$ cat src/rtl/uart_irq_pkg.sv
package uart_irq_pkg;

  typedef enum logic [3:0] {
    ID_NONE    = 4'b0001,
    ID_LINE    = 4'b0110,
    ID_RXDATA  = 4'b0100,
    ID_RXTMO   = 4'b1100,
    ID_TXEMPTY = 4'b0010,
    ID_MODEM   = 4'b0000
  } irqId_e;

  localparam int FLG_LINE  = 0;
  localparam int FLG_TX    = 1;
  localparam int FLG_MODEM = 2;
  localparam int NUM_FLG   = 3;

  typedef struct packed {
    logic [NUM_FLG-1:0] setVec;
    logic [NUM_FLG-1:0] clrVec;
    logic               timerClr;
    logic               timerArm;
    logic               timerTick;
    logic               tmoClr;
    logic               rxReady;
  } irqStrobe_t;

endpackage

$ cat src/rtl/uart_irq_ctrl.sv
module uart_irq_ctrl
  import uart_irq_pkg::*;
#(
  parameter int CNT_W = 5
) (
  input  logic             clk,
  input  logic             rstN,
  input  logic             fifoEn,
  input  logic [CNT_W-1:0] fifoCount,
  input  logic [CNT_W-1:0] trigLevel,
  input  logic             fifoRd,
  input  logic             fifoWr,
  input  logic             sampleTick,
  input  logic             txEmpty,
  input  logic             thrWrite,
  input  logic             lineErr,
  input  logic             lsrRead,
  input  logic             modemChg,
  input  logic             msrRead,
  output irqStrobe_t       strobe
);

  logic txEmptyQ;
  logic countZero;
  logic belowTrig;

  always_ff @(posedge clk or negedge rstN) begin
    if (!rstN) txEmptyQ <= 1'b0;
    else       txEmptyQ <= txEmpty;
  end

  assign countZero = (fifoCount == '0);
  assign belowTrig = (fifoCount < trigLevel);

  always_comb begin
    strobe = '0;
    // sticky flag events
    strobe.setVec[FLG_LINE]  = lineErr;
    strobe.clrVec[FLG_LINE]  = lsrRead;
    strobe.setVec[FLG_TX]    = txEmpty && !txEmptyQ;
    strobe.clrVec[FLG_TX]    = thrWrite;
    strobe.setVec[FLG_MODEM] = modemChg;
    strobe.clrVec[FLG_MODEM] = msrRead;
    // receive timeout control
    strobe.timerArm  = fifoEn && !countZero && belowTrig;
    strobe.timerClr  = fifoRd || fifoWr || !strobe.timerArm;
    strobe.timerTick = sampleTick;
    strobe.tmoClr    = !fifoEn || countZero;
    // receive data ready level
    strobe.rxReady   = fifoEn ? !belowTrig : !countZero;
  end

endmodule

$ cat src/rtl/uart_irq_datapath.sv
module uart_irq_datapath
  import uart_irq_pkg::*;
#(
  parameter int TICKS_PER_BIT = 16,
  parameter int BITS_PER_CHAR = 10,
  parameter int IDLE_CHARS    = 4
) (
  input  logic       clk,
  input  logic       rstN,
  input  irqStrobe_t strobe,
  input  logic       enTx,
  input  logic       enRx,
  input  logic       enLine,
  input  logic       enModem,
  output logic       irq,
  output logic [3:0] irqId
);

  localparam int LIMIT   = TICKS_PER_BIT * BITS_PER_CHAR * IDLE_CHARS;
  localparam int TIMER_W = $clog2(LIMIT);
  localparam logic [TIMER_W-1:0] LAST = TIMER_W'(LIMIT - 1);

  logic [NUM_FLG-1:0] flag;
  logic [TIMER_W-1:0] timer;
  logic               tmoPend;
  logic               tmoFire;

  // sticky flags: set wins for error and modem, clear wins for transmit
  for (genvar g = 0; g < NUM_FLG; g++) begin : gFlag
    if (g == FLG_TX) begin : gClrWins
      always_ff @(posedge clk or negedge rstN) begin
        if (!rstN)                  flag[g] <= 1'b0;
        else if (strobe.clrVec[g])  flag[g] <= 1'b0;
        else if (strobe.setVec[g])  flag[g] <= 1'b1;
      end
    end else begin : gSetWins
      always_ff @(posedge clk or negedge rstN) begin
        if (!rstN)                  flag[g] <= 1'b0;
        else if (strobe.setVec[g])  flag[g] <= 1'b1;
        else if (strobe.clrVec[g])  flag[g] <= 1'b0;
      end
    end
  end

  assign tmoFire = strobe.timerArm && !strobe.timerClr &&
                   strobe.timerTick && (timer == LAST);

  always_ff @(posedge clk or negedge rstN) begin
    if (!rstN) begin
      timer <= '0;
    end else if (strobe.timerClr) begin
      timer <= '0;
    end else if (strobe.timerTick && timer != LAST) begin
      timer <= timer + 1'b1;
    end
  end

  always_ff @(posedge clk or negedge rstN) begin
    if (!rstN)              tmoPend <= 1'b0;
    else if (strobe.tmoClr) tmoPend <= 1'b0;
    else if (tmoFire)       tmoPend <= 1'b1;
  end

  always_comb begin
    irqId = ID_NONE;
    if (enLine && flag[FLG_LINE])         irqId = ID_LINE;
    else if (enRx && strobe.rxReady)      irqId = ID_RXDATA;
    else if (enRx && tmoPend)             irqId = ID_RXTMO;
    else if (enTx && flag[FLG_TX])        irqId = ID_TXEMPTY;
    else if (enModem && flag[FLG_MODEM])  irqId = ID_MODEM;
    irq = !irqId[0];
  end

endmodule

$ cat src/rtl/uart_irq_arbiter.sv
module uart_irq_arbiter
  import uart_irq_pkg::*;
#(
  parameter int CNT_W         = 5,
  parameter int TICKS_PER_BIT = 16,
  parameter int BITS_PER_CHAR = 10,
  parameter int IDLE_CHARS    = 4
) (
  input  logic             clk,
  input  logic             rstN,
  input  logic             fifoEn,
  input  logic [CNT_W-1:0] fifoCount,
  input  logic [CNT_W-1:0] trigLevel,
  input  logic             fifoRd,
  input  logic             fifoWr,
  input  logic             sampleTick,
  input  logic             txEmpty,
  input  logic             thrWrite,
  input  logic             lineErr,
  input  logic             lsrRead,
  input  logic             modemChg,
  input  logic             msrRead,
  input  logic             enTx,
  input  logic             enRx,
  input  logic             enLine,
  input  logic             enModem,
  output logic             irq,
  output logic [3:0]       irqId
);

  irqStrobe_t strobe;

  uart_irq_ctrl #(.CNT_W(CNT_W)) u_ctrl (
    .clk(clk), .rstN(rstN), .fifoEn(fifoEn), .fifoCount(fifoCount),
    .trigLevel(trigLevel), .fifoRd(fifoRd), .fifoWr(fifoWr),
    .sampleTick(sampleTick), .txEmpty(txEmpty), .thrWrite(thrWrite),
    .lineErr(lineErr), .lsrRead(lsrRead), .modemChg(modemChg),
    .msrRead(msrRead), .strobe(strobe)
  );

  uart_irq_datapath #(
    .TICKS_PER_BIT(TICKS_PER_BIT), .BITS_PER_CHAR(BITS_PER_CHAR),
    .IDLE_CHARS(IDLE_CHARS)
  ) u_dp (
    .clk(clk), .rstN(rstN), .strobe(strobe), .enTx(enTx), .enRx(enRx),
    .enLine(enLine), .enModem(enModem), .irq(irq), .irqId(irqId)
  );

endmodule

$ cat config.mk
export PLATFORM = sky130hd
export DESIGN_NAME = uart_irq_arbiter
export DESIGN_NICKNAME = d
export VERILOG_FILES = /design/src/rtl/uart_irq_pkg.sv /design/src/rtl/uart_irq_ctrl.sv /design/src/rtl/uart_irq_datapath.sv /design/src/rtl/uart_irq_arbiter.sv
export SDC_FILE = /design/constraint.sdc
export NUM_CORES = 1
export LEC_CHECK = 0
export BUFFER_PORTS_ARGS = -buffer_cell sky130_fd_sc_hd__buf_2
export CAP_MARGIN = 25
export CORE_MARGIN = 5
export CORE_UTILIZATION = 43
export DETAILED_ROUTE_END_ITERATION = 10
export PLACE_DENSITY = 0.81
export SYNTH_ARGS = -nofsm -noshare
export SYNTH_HDL_FRONTEND = slang
export SYNTH_SLANG_ARGS = --single-unit
$ cat constraint.sdc
create_clock -name clk -period 1.3 [get_ports clk]
set_input_delay 0.195 -clock clk [delete_from_list [all_inputs] [get_ports clk]]
set_output_delay 0.195 -clock clk [all_outputs]
set_load 0.05 [all_outputs]
---- Yosys cells after proc, flatten, opt, wreduce, memory -nomap -nowiden ----
Index checks and enable logic that the tools add are counted.
word-level totals
  register bits after elaboration ......... 15
  bits in latches ......................... 0
  bits in writable memories ............... 0
  bits in read-only memories .............. 0
  word-level logic and storage cells ...... 54
  memories ................................ 0
cells by class
  add/subtract/negate cells ............... 1
  multiply operators ...................... 0
  divide/modulo/power cells ............... 0
  magnitude comparators ................... 1
  equal/unequal tests ..................... 2
  shift-type cells ........................ 0
  mux-type cells .......................... 16
  bitwise logic cells ..................... 0
  reductions and logical operators ........ 28
operator list
  kind                                            number
  two-way mux 10 bit                              2
  two-way mux 4 bit                               4
  logical AND 1 bit                               12
  adder 10 x 1 -> 10 bit (second input constant)  1
  equality test 10 bit (second input constant)    1
  two-way mux 1 bit                               10
  inequality test 10 bit (second input constant)  1
  nonzero test 2 bit                              5
  logical NOT 1 bit                               7
  logical NOT 5 bit                               1
  less-than comparator 5 bit                      1
  logical OR 1 bit                                3

---- Logic depth before layout (Yosys ltp) ----
Gate-level depths: netlist of run 1.
  word-level depth ........................ 12
  depth in mapped cells ................... 8
  depth with buffers taken out ............ 7

---- By module ----
Synthesis of run 1 repeated with hierarchy kept, for this count alone.
second synthesis, totals
  cell total of the unflattened synthesis .. 118
  area, all modules ....................... 1062.3 um2
by module, submodules not included
  module             times used  cells an instance  area an instance (um2)  seq. area each (um2)
  uart_irq_datapath  1           89                 834.6                   350.3
  uart_irq_ctrl      1           29                 227.7                   25.0

---- Worst setup path before layout of run 1 ----
Ideal clock, no wire load.
  path kind ............................... input port to output port
  start point ............................. input trigLevel[2]
  end point ............................... output irqId[3]
  arrival time ............................ 2202 ps
  path slack .............................. -1097 ps
  cell stages on the path ................. 7
  cells stage by stage .................... inv_1 -> ha_1 -> a21oi_2 -> o21ai_1 -> a31o_1 -> o211a_1 -> nor3b_1
on the way
  word-level cells in the longest chain between the ends .. 6
ends and longest elaborated chain
  what                        line                     source
  start, declared             uart_irq_arbiter.sv:13   input logic [CNT_W-1:0] trigLevel,
  less-than comparator 5 bit  uart_irq_ctrl.sv:33      assign belowTrig = (fifoCount < trigLevel);
  logical NOT 1 bit           uart_irq_ctrl.sv:50      strobe.rxReady = fifoEn ? !belowTrig : !countZero;
  two-way mux 1 bit           uart_irq_ctrl.sv:50
  logical AND 1 bit           uart_irq_datapath.sv:67  else if (enRx && strobe.rxReady) irqId = ID_RXDATA;
  two-way mux 4 bit           uart_irq_datapath.sv:67
  two-way mux 4 bit           uart_irq_datapath.sv:66  if (enLine && flag[FLG_LINE]) irqId = ID_LINE;
  end, declared               uart_irq_arbiter.sv:28   output logic [3:0] irqId
Every way passes these cells.

---- Worst setup path after layout of run 1 ----
Ends and elaborated chain as after synthesis.

==> results.sh, run 1 <==
export IMPL_irDropWorstVdd_mv=0.551
export IMPL_synth_fa_ha_area_frac=0.0711
export IMPL_synth_ff_type="dfrtp_1"
export IMPL_grt_pass1_vias=1082
export IMPL_diodes=0
export IMPL_portBuffers=30
export IMPL_routedLengthMet1_mm=1.06
export IMPL_synth_top_family_by_area="simple AND/OR/NAND/NOR gates"
export IMPL_skew_ps=0.825
export IMPL_grtUsageTotal=0.190
export IMPL_post_route_min_period_ps=1630
export IMPL_yosys_warnings=0
export IMPL_clockBufferDepth=2
export IMPL_area_growth_pct=66.9
export IMPL_rsz0062_at_grt="true"
export IMPL_drt_pass1_iterations=4
export IMPL_dp_hpwl_mm=1.90
export IMPL_hp_class="in2reg"
export IMPL_core_rowCount=16
export IMPL_worstReg2RegEnd="u_dp.timer[4]"
export IMPL_tightest_slew_ps=348
export IMPL_syn_inst=99
export IMPL_hold_violations=0
export IMPL_setup_slack_ps=-331
export IMPL_place_ws_ps=-497
export IMPL_die_x_um=55.2
export IMPL_cts_made_buffers=3
export IMPL_slew_limit_headroom=0.768
export IMPL_status="complete, but fails checks"
export IMPL_routed_wl_mm=2.87
export IMPL_cts_root_buffer="clkbuf_4"
export IMPL_reg2regPathDepth=6
export IMPL_crit_end="irqId[3]"
export IMPL_synth_edf_count=0
export IMPL_clk_pin_slew_ps=90
export IMPL_grt_pass1_wl_mm=4.71
export IMPL_timing_rr_start="u_dp.timer[4]"
export IMPL_yosys_area_share_simple=0.279
export IMPL_power_mw=1.04
export IMPL_synth_mux_area_frac=0
export IMPL_slew_violations=0
export IMPL_nNetsFinal=187
export IMPL_wl_met2_mm=1.54
export IMPL_period_share=1.25
export IMPL_synth_compound_area_frac=0.131
export IMPL_route_detailed_drc=0
export IMPL_synth_async_reset_ratio=1.00
export IMPL_drt_first_iter_violations=33
export IMPL_chipHeight_um=55.2
export IMPL_grt_max_degree=16
export IMPL_detail_route_antenna_nets=0
export IMPL_crit_start="trigLevel[2]"
export IMPL_drv_cap=0
export IMPL_wl_per_cell_um=15.8
export IMPL_overflow=0
export IMPL_cp_end_kind="output pin"
export IMPL_setup_viol=16
export IMPL_viasPerCell=5.52
export IMPL_yosysUniqueCellTypes=27
export IMPL_syn_area_sq_um=880
export IMPL_clk_latency_ps=280
export IMPL_synth_xor_area_share=0.0498
export IMPL_top_layer="met4"
export IMPL_via_count=1004
export IMPL_initial_core_util=0.448
export IMPL_drive_gt1_frac=0.510
export IMPL_htree_num_levels=1
export IMPL_p_leak_nw=0.680
export IMPL_die_area_sq_mm=0.00305
export IMPL_start_kind="input port"
export IMPL_cts_sinks=15
export IMPL_r2r_slack_ps=-110
export IMPL_path_class="in2out"
export IMPL_dr_wl_met3_um=156
export IMPL_fillers=146
export IMPL_final_cells=182
export IMPL_cp_arrival_ps=1440
export IMPL_crit_path_max_fanout=3
export IMPL_antenna_found_initial=0
export IMPL_io_pins=31
export IMPL_p_per_area_mw_per_mm2=710
export IMPL_cts_tree="done"
export IMPL_ys_ff_latch=15
export IMPL_place_gp_congestion=0.834
export IMPL_violations="negative setup slack"
export IMPL_multiInputGateArea_sq_um=611
export IMPL_required_ps=1110
export IMPL_fmax_ghz=0.613
export IMPL_dp_cells=173
export IMPL_core_area_sq_mm=0.00196
export IMPL_syn_num_nets=130
export IMPL_final_util=0.748
export IMPL_regArea_sq_um=375
export IMPL_seq_area_frac_synth=0.427
export IMPL_avgSynthCellArea_sq_um=8.88
logic make-up after synthesis:
logic type      count (synthesis)
simple gates                   48
compound gates                 18
buf+inv                         8
xor+xnor                        5
fa+ha+maj                       5
flops                          15
flip-flops by register name (all words and copies together), names as in the netlist:
| register | count |
|---|---|
| u_dp.timer | 10 |
| u_dp.flag | 3 |
| u_dp.tmoPend | 1 |
| u_ctrl.txEmptyQ | 1 |
layout make-up:
type,instances,share of cell area
repair buffers,52,0.264
clock buffers,4,0.0179
flip-flops and latches,15,0.256
inverters,7,0.0230
well taps,27,0.0230
multi-input cells,77,0.416
metrics by stage:
step                cell area [sq um]  hold WS, ps  setup TNS (ps)
global route                     1470         30.9           -5130
detailed placement               1300          118           -7040
finish                           1470         31.4           -4110
floorplan                         995         -101           -3840
global placement                 1300          111           -6770
CTS                              1450         28.2           -4500
cells in the final DEF, fill, tap and decap left out, types with 5 or more instances in the layout:
cell / count
buf_4: 21
buf_2: 20
dfrtp_1: 15
nand2_1: 9
nand3_1: 9
nor2_1: 8
buf_6: 8
nor2_2: 5
critical path: stages:
cell     delay (ps)
buf_6            90
inv_4            40
ha_4            190
a21oi_2         100
o21ai_1          70
a31o_1          210
o211a_4         180
nor3b_4         170
buf_6           180
worst min path at each step:
| stage | start | to | slack [ps] | depth (start not counted) |
|---|---|---|---|---|
| final | txEmpty | u_ctrl.txEmptyQ | 30 | 1 |
| after detailed placement | rstN | u_dp.flag[2] | 120 | 1 |
| after global placement | rstN | u_dp.flag[0] | 110 | 1 |
| after global routing | txEmpty | u_ctrl.txEmptyQ | 30 | 1 |
| after CTS | txEmpty | u_ctrl.txEmptyQ | 30 | 1 |
| after floorplan | rstN | u_ctrl.txEmptyQ | -100 | 0 |
Yosys cell counts (2+ instances only):
library cell	count	share of area
a21oi_1	5	0.028
ha_1	5	0.071
nand3b_1	2	0.017
nor2_1	14	0.060
and4_1	2	0.020
o21ai_0	4	0.023
nor3_1	2	0.011
nand4_1	4	0.028
nand2_1	9	0.038
xor2_1	4	0.040
nor3b_1	2	0.017
dfrtp_1	15	0.43
nand3_1	10	0.057
inv_1	7	0.030
a21o_1	2	0.017
power by group:
group / switching, mW / internal [mW] / total [mW]
sequential: 0.00445 / 0.475 / 0.479
combinational: 0.155 / 0.139 / 0.294
clock: 0.150 / 0.119 / 0.269
total: 0.309 / 0.733 / 1.04
routing by layer:
layer,up-vias,global-route usage
li1,469,-
met1,474,0.205
met2,45,0.346
met3,16,0.0350
met4,0,0.0972
met5,-,0
what timing repair did:
| action | in CTS | in global routing |
|---|---|---|
| cloned | 1 | 0 |
| resized for setup | 22 | 4 |
| setup buffers | 2 | 1 |
| hold buffers | 1 | 0 |
| endpoints found under the setup margin | 16 | 16 |
| pin swaps | 10 | 2 |
| endpoints found under the hold margin | 15 | 0 |
Note: power is estimated with default switching activity, not from simulation.
==> inputs of run 2 (changes only) <==
PLACE_DENSITY = unset   (was 0.81)
PLACE_DENSITY_LB_ADDON = 0.12   (was unset)
==> run 2 against run 1 <==
Against the previous run:
- the flow still finishes with violations (negative setup slack)
- clock skew increased by 3.1 ps
- via count decreased by 2.5%
- worst hold slack improved by 1.2 ps
- critical path depth increased by 1
- sequential cell count unchanged
- first-iteration DRC count decreased by 45%
- utilization increased by 3.3 points
- cell count increased by 2.7%
- combinational power increased by 11%
- sequential power about the same
- clock-buffer cell count decreased by 1
- critical endpoint is now u_dp.timer[6]
==> results.sh, run 2 (synthesis gave the netlist of run 1 again) <==
export IMPL_p_sw_frac=0.295
export IMPL_whs_ps=32.6
export IMPL_slew_violations=0
export IMPL_violations="negative setup slack"
export IMPL_skew_ps=3.93
export IMPL_crit_path_max_fanout=6
export IMPL_hold_violations=0
export IMPL_rsz0062_at_grt="true"
export IMPL_fmax_ghz=0.562
export IMPL_drt_pass1_iterations=4
export IMPL_p_per_area_mw_per_mm2=698
export IMPL_post_dp_cell_area_sq_mm=0.00133
export IMPL_core_rowCount=16
export IMPL_dp_hpwl_mm=1.77
export IMPL_routed_wl_mm=2.67
export IMPL_seq_power_share=0.449
export IMPL_via_count=979
export IMPL_route_detailed_drc=0
export IMPL_drt_first_iter_violations=18
export IMPL_cpMaxStageDelayCell="or4b_4"
export IMPL_crit_chain="buf_2 -> inv_4 -> ha_4 -> nand2_2 -> nand3b_1 -> a31o_1 -> buf_4 -> buf_6 -> or4b_4 -> a211oi_2"
export IMPL_cp_arrival_ps=1980
export IMPL_internal_power_mw=0.754
export IMPL_cts_sinks=15
export IMPL_overflow=0
export IMPL_irDropWorstVdd_mv=0.555
export IMPL_cts_made_buffers=3
export IMPL_hp_class="in2reg"
export IMPL_required_ps=1500
export IMPL_core_area_sq_mm=0.00196
export IMPL_post_route_min_period_ps=1780
export IMPL_cts_root_buffer="clkbuf_4"
export IMPL_drv_cap=0
export IMPL_cts_tree="done"
export IMPL_drive_gt1_frac=0.538
export IMPL_final_cells=187
export IMPL_grt_max_degree=16
export IMPL_cp_end_kind="flop"
export IMPL_slowest_delay_ps=560
export IMPL_detail_route_antenna_nets=0
export IMPL_status="complete, but fails checks"
export IMPL_largest_registers="u_dp.timer (10), u_dp.flag (3)"
export IMPL_nNetsFinal=192
export IMPL_mostFrequentLayoutCell="buf_4"
export IMPL_htree_num_levels=1
export IMPL_wl_per_cell_um=14.3
export IMPL_clockBufferDepth=2
export IMPL_pwr_share_comb=0.306
export IMPL_grtUsageTotal=0.171
export IMPL_viasPerCell=5.24
export IMPL_area_growth_pct=74.1
export IMPL_top_register="u_dp.timer"
export IMPL_dp_cells=176
export IMPL_clk_latency_ps=280
export IMPL_initial_core_util=0.448
export IMPL_io_pins=31
export IMPL_p_leak_nw=0.711
export IMPL_grt_pass1_wl_mm=4.26
export IMPL_power_mw=1.07
export IMPL_die_x_um=55.2
export IMPL_die_area_sq_mm=0.00305
export IMPL_tightest_slew_ps=333
export IMPL_grt_pass1_vias=973
export IMPL_chipHeight_um=55.2
export IMPL_clkPwrFrac=0.245
export IMPL_setup_viol=16
export IMPL_period_share=1.37
export IMPL_timing_rr_start="u_dp.timer[8]"
export IMPL_p_switching_mw=0.315
export IMPL_layout_common_cells="buf_4 (24), buf_2 (21), dfrtp_1 (15)"
export IMPL_largest_reg_flops=10
export IMPL_crit_start="trigLevel[4]"
export IMPL_slew_limit_headroom=0.778
export IMPL_setup_slack_ps=-479
export IMPL_path_class="in2reg"
export IMPL_place_gp_congestion=0.872
export IMPL_antenna_found_initial=0
export IMPL_portBuffers=30
export IMPL_hp_start="txEmpty"
export IMPL_clk_pin_slew_ps=80
export IMPL_diodes=0
export IMPL_post_route_cell_area_sq_mm=0.00153
export IMPL_start_kind="input port"
-- run 2: cell type report --
cell class,instances,area [sq um]
multi-input combinational,77,622
timing repair buffer,57,439
fill,146,430
sequential,15,375
inverter,7,33.8
tap,27,33.8
clock buffer,3,22.5
clock inverter,1,5.00
-- run 2: per-stage QoR --
step / setup WS (ps) / TNS [ps] / util
floorplan: -338 / -3840 / -
global placement: -486 / -6930 / 0.675
detailed placement: -523 / -7290 / 0.675
CTS: -382 / -4440 / 0.740
global route: -545 / -7660 / 0.781
finish: -479 / -6810 / 0.781
-- run 2: final timing paths --
kind / end / slack, ps / cells past startpoint
setup / recovery: u_dp.timer[6] / -480 / 10
hold / removal: u_ctrl.txEmptyQ / 30 / 1
setup reg to reg: u_dp.timer[0] / -200 / 6
hold reg to reg: u_dp.flag[0] / 500 / 1
max in group asynchronous: u_dp.flag[1] / 730 / 2
min in group asynchronous: u_dp.timer[5] / 320 / 2
-- run 2: what timing repair did --
action | in CTS | in global routing
endpoints found under the setup margin | 16 | 16
pin swaps | 6 | 8
cloned | 1 | 0
buffers inserted | 1 | 4
endpoints found under the hold margin | 15 | 0
resized for setup | 19 | 10
hold buffers | 1 | 0
-- run 2: layer usage --
metal	up-vias	global-route usage	share of wire
met5	-	0	0
met4	0	0.0625	0.020
met3	7	0.0280	0.044
met2	28	0.318	0.54
met1	470	0.194	0.40
li1	474	-	-
-- run 2: power by group through the flow --
| stage | logic [mW] | clock network, mW | registers, mW |
|---|---|---|---|
| after floorplan | 0.142 | 0 | 0.488 |
| after global placement | 0.232 | 0 | 0.488 |
| after detailed placement | 0.238 | 0 | 0.489 |
| after CTS | 0.281 | 0.273 | 0.480 |
| after global routing | 0.351 | 0.301 | 0.481 |
| final | 0.327 | 0.261 | 0.480 |
-- run 2: worst max-delay path, delay by kind of cell --
kind / cells / cell delay, ps
and+or+nand+nor: 3 / 720
AOI/OAI and AO/OA: 2 / 420
buffers and inverters: 4 / 390
adders and majority gates: 1 / 240
==> inputs of run 3 (changes only) <==
ABC_AREA = 1   (was unset)
CORE_UTILIZATION = 46   (was 43)
RECOVER_POWER = 100   (was unset)
==> run 3 against run 2 <==
Against the previous run:
- the flow still finishes with violations (negative setup slack)
- clock power rose by 11%
- area after synthesis rose by 22%
- synthesized cell count rose by 55%
- sequential share of layout area is 4.7 points lower
- clock-buffer cell count unchanged
- largest power group unchanged
- global-route usage rose by 3.0 points
- sequential cell count unchanged
- largest cell class unchanged
- critical path depth fell by 4
- die area is 12% higher
- total power grew 6.9%
- critical path type is now reg2out
- utilization increased by 6.9 points
- non-clock buffer count did not move
==> results.sh, run 3 <==
export IMPL_status="complete, but fails checks"
export IMPL_violations="negative setup slack"
export IMPL_core_rowCount=17
export IMPL_synth_fa_ha_area_frac=0.0581
export IMPL_drt_first_iter_violations=44
export IMPL_grtUsageTotal=0.201
export IMPL_initial_core_util=0.482
export IMPL_synth_area_leader_cell="dfrtp_1"
export IMPL_synth_mux_area_frac=0
export IMPL_period_share=1.25
export IMPL_wl_per_cell_um=15.5
export IMPL_layout_common_cells="nand2_1 (25), buf_4 (19), buf_2 (16)"
export IMPL_portBuffers=30
export IMPL_routed_wl_mm=3.73
export IMPL_core_area_sq_mm=0.00223
export IMPL_skew_ps=6.93
export IMPL_synth_xor_area_share=0.0244
export IMPL_viasPerCell=5.35
export IMPL_mostFrequentLayoutCell="nand2_1"
export IMPL_final_util=0.849
export IMPL_via_count=1289
export IMPL_synth_top_family_by_area="simple AND/OR/NAND/NOR gates"
export IMPL_slew_limit_headroom=0.432
export IMPL_tightest_slew_ps=852
export IMPL_detail_route_antenna_nets=0
export IMPL_top_register="u_dp.timer"
export IMPL_clk_pin_slew_ps=110
export IMPL_yosysUniqueCellTypes=23
export IMPL_avgSynthCellArea_sq_um=7.03
export IMPL_die_x_um=58.4
export IMPL_cts_sinks=15
export IMPL_hp_class="in2reg"
export IMPL_die_area_sq_mm=0.00341
export IMPL_yosys_area_share_simple=0.408
export IMPL_required_ps=1110
export IMPL_crit_path_max_fanout=2
export IMPL_largest_reg_flops=10
export IMPL_regArea_sq_um=375
export IMPL_diodes=0
export IMPL_synth_most_common_cell="nand2_1"
export IMPL_cp_arrival_ps=1430
export IMPL_overflow=0
export IMPL_rsz0062_at_grt="true"
export IMPL_start_kind="flop"
export IMPL_routedLengthMet1_mm=1.37
export IMPL_slew_violations=0
export IMPL_setup_slack_ps=-324
export IMPL_cp_end_kind="output pin"
export IMPL_route_detailed_drc=0
export IMPL_largest_registers="u_dp.timer (10), u_dp.flag (3)"
export IMPL_dp_hpwl_mm=2.28
export IMPL_post_dp_cell_area_sq_mm=0.00158
export IMPL_syn_inst=153
export IMPL_synth_top_cell_area_share=0.349
export IMPL_synth_ff_type="dfrtp_1"
export IMPL_hp_start="txEmpty"
export IMPL_grt_max_degree=19
export IMPL_synth_compound_area_frac=0.0570
export IMPL_setup_viol=14
export IMPL_drt_pass1_iterations=4
export IMPL_power_mw=1.14
export IMPL_synth_common_cells="nand2_1 (39), inv_1 (23), nand3_1 (23)"
export IMPL_multiInputGateArea_sq_um=841
export IMPL_hold_violations=0
export IMPL_antenna_found_initial=0
export IMPL_grt_pass1_wl_mm=5.32
export IMPL_fmax_ghz=0.616
export IMPL_cts_root_buffer="clkbuf_4"
export IMPL_yosys_warnings=0
export IMPL_grt_pass1_vias=1296
export IMPL_crit_start="u_dp.tmoPend"
export IMPL_drv_cap=0
export IMPL_r2r_slack_ps=-160
export IMPL_synth_edf_count=0
export IMPL_path_class="reg2out"
export IMPL_dr_wl_met3_um=219
export IMPL_ys_ff_latch=15
export IMPL_fillers=119
export IMPL_area_growth_pct=76.3
export IMPL_post_route_cell_area_sq_mm=0.00190
export IMPL_chipHeight_um=58.4
export IMPL_syn_num_nets=184
export IMPL_clk_latency_ps=290
export IMPL_cts_tree="done"
export IMPL_timing_rr_start="u_dp.timer[0]"
export IMPL_top_layer="met4"
export IMPL_seq_area_frac_synth=0.349
export IMPL_p_per_area_mw_per_mm2=602
export IMPL_htree_num_levels=1
export IMPL_synth_top_cells_by_area="dfrtp_1 (35%), nand2_1 (14%), nand3_1 (11%)"
export IMPL_wl_met2_mm=1.97
export IMPL_io_pins=31
export IMPL_nNetsFinal=245
export IMPL_cts_made_buffers=3
export IMPL_irDropWorstVdd_mv=0.705
export IMPL_clockBufferDepth=2
export IMPL_synth_async_reset_ratio=1.00
export IMPL_place_ws_ps=-367
export IMPL_drive_gt1_frac=0.568
export IMPL_p_leak_nw=0.877
export IMPL_syn_area_sq_mm=0.00108
export IMPL_place_gp_congestion=0.898
export IMPL_post_route_min_period_ps=1620
[run 3: final cells by class]
cell class,count,area share
multi-input combinational,111,0.443
inverter,26,0.0693
timing repair buffer,57,0.257
clock buffer,3,0.0119
tap,28,0.0185
sequential,15,0.198
clock inverter,1,0.00264
[run 3: logic make-up after synthesis]
logic type | Yosys count
buffers and inverters | 27
AND/OR/NAND/NOR | 93
flip-flops | 15
XOR/XNOR | 3
adder cells (fa/ha/maj) | 5
AO/OA/AOI/OAI | 10
[run 3: path summary, 6_finish.rpt]
path / depth (start not counted) / end
hold reg to reg: 2 / u_dp.flag[2]
hold / removal: 1 / u_ctrl.txEmptyQ
min in group asynchronous: 2 / u_dp.timer[8]
max in group asynchronous: 2 / u_dp.timer[1]
setup / recovery: 6 / irqId[0]
setup reg to reg: 10 / u_dp.timer[4]
[run 3: metal layers]
metal / global-route usage / vias to the layer above
met5: 0 / -
met1: 0.203 / 595
met2: 0.373 / 57
li1: - / 618
met3: 0.0482 / 19
met4: 0.113 / 0
[run 3: report_power, final]
part	internal, mW	total, mW	switching [mW]
clock	0.115	0.291	0.176
combinational	0.169	0.369	0.200
sequential	0.475	0.482	0.00711
[run 3: timing repair]
action / 4_1_cts / 5_1_grt
hold buffers: 1 / 0
pin swaps: 16 / 16
resized for setup: 36 / 36
setup endpoints to repair: 15 / 15
buffers inserted: 2 / 2
hold endpoints to repair: 15 / 0
gates cloned: 0 / 0
[run 3: through the flow]
stage	hold WS [ps]	instances	setup TNS (ps)
2_1_floorplan	-101	153	-750
3_3_place_gp	119	233	-2510
3_5_place_dp	127	233	-3120
4_1_cts	15.6	240	-1520
5_1_grt	10.3	241	-3250
6_report	17.9	241	-2020
[run 3: critical path: stages (launching register included)]
cell and delay, ps:
dfrtp_1 410, nand2_2 90, inv_2 50, a221oi_4 230, nand3_4 130, clkinvlp_4 100
buf_8 140
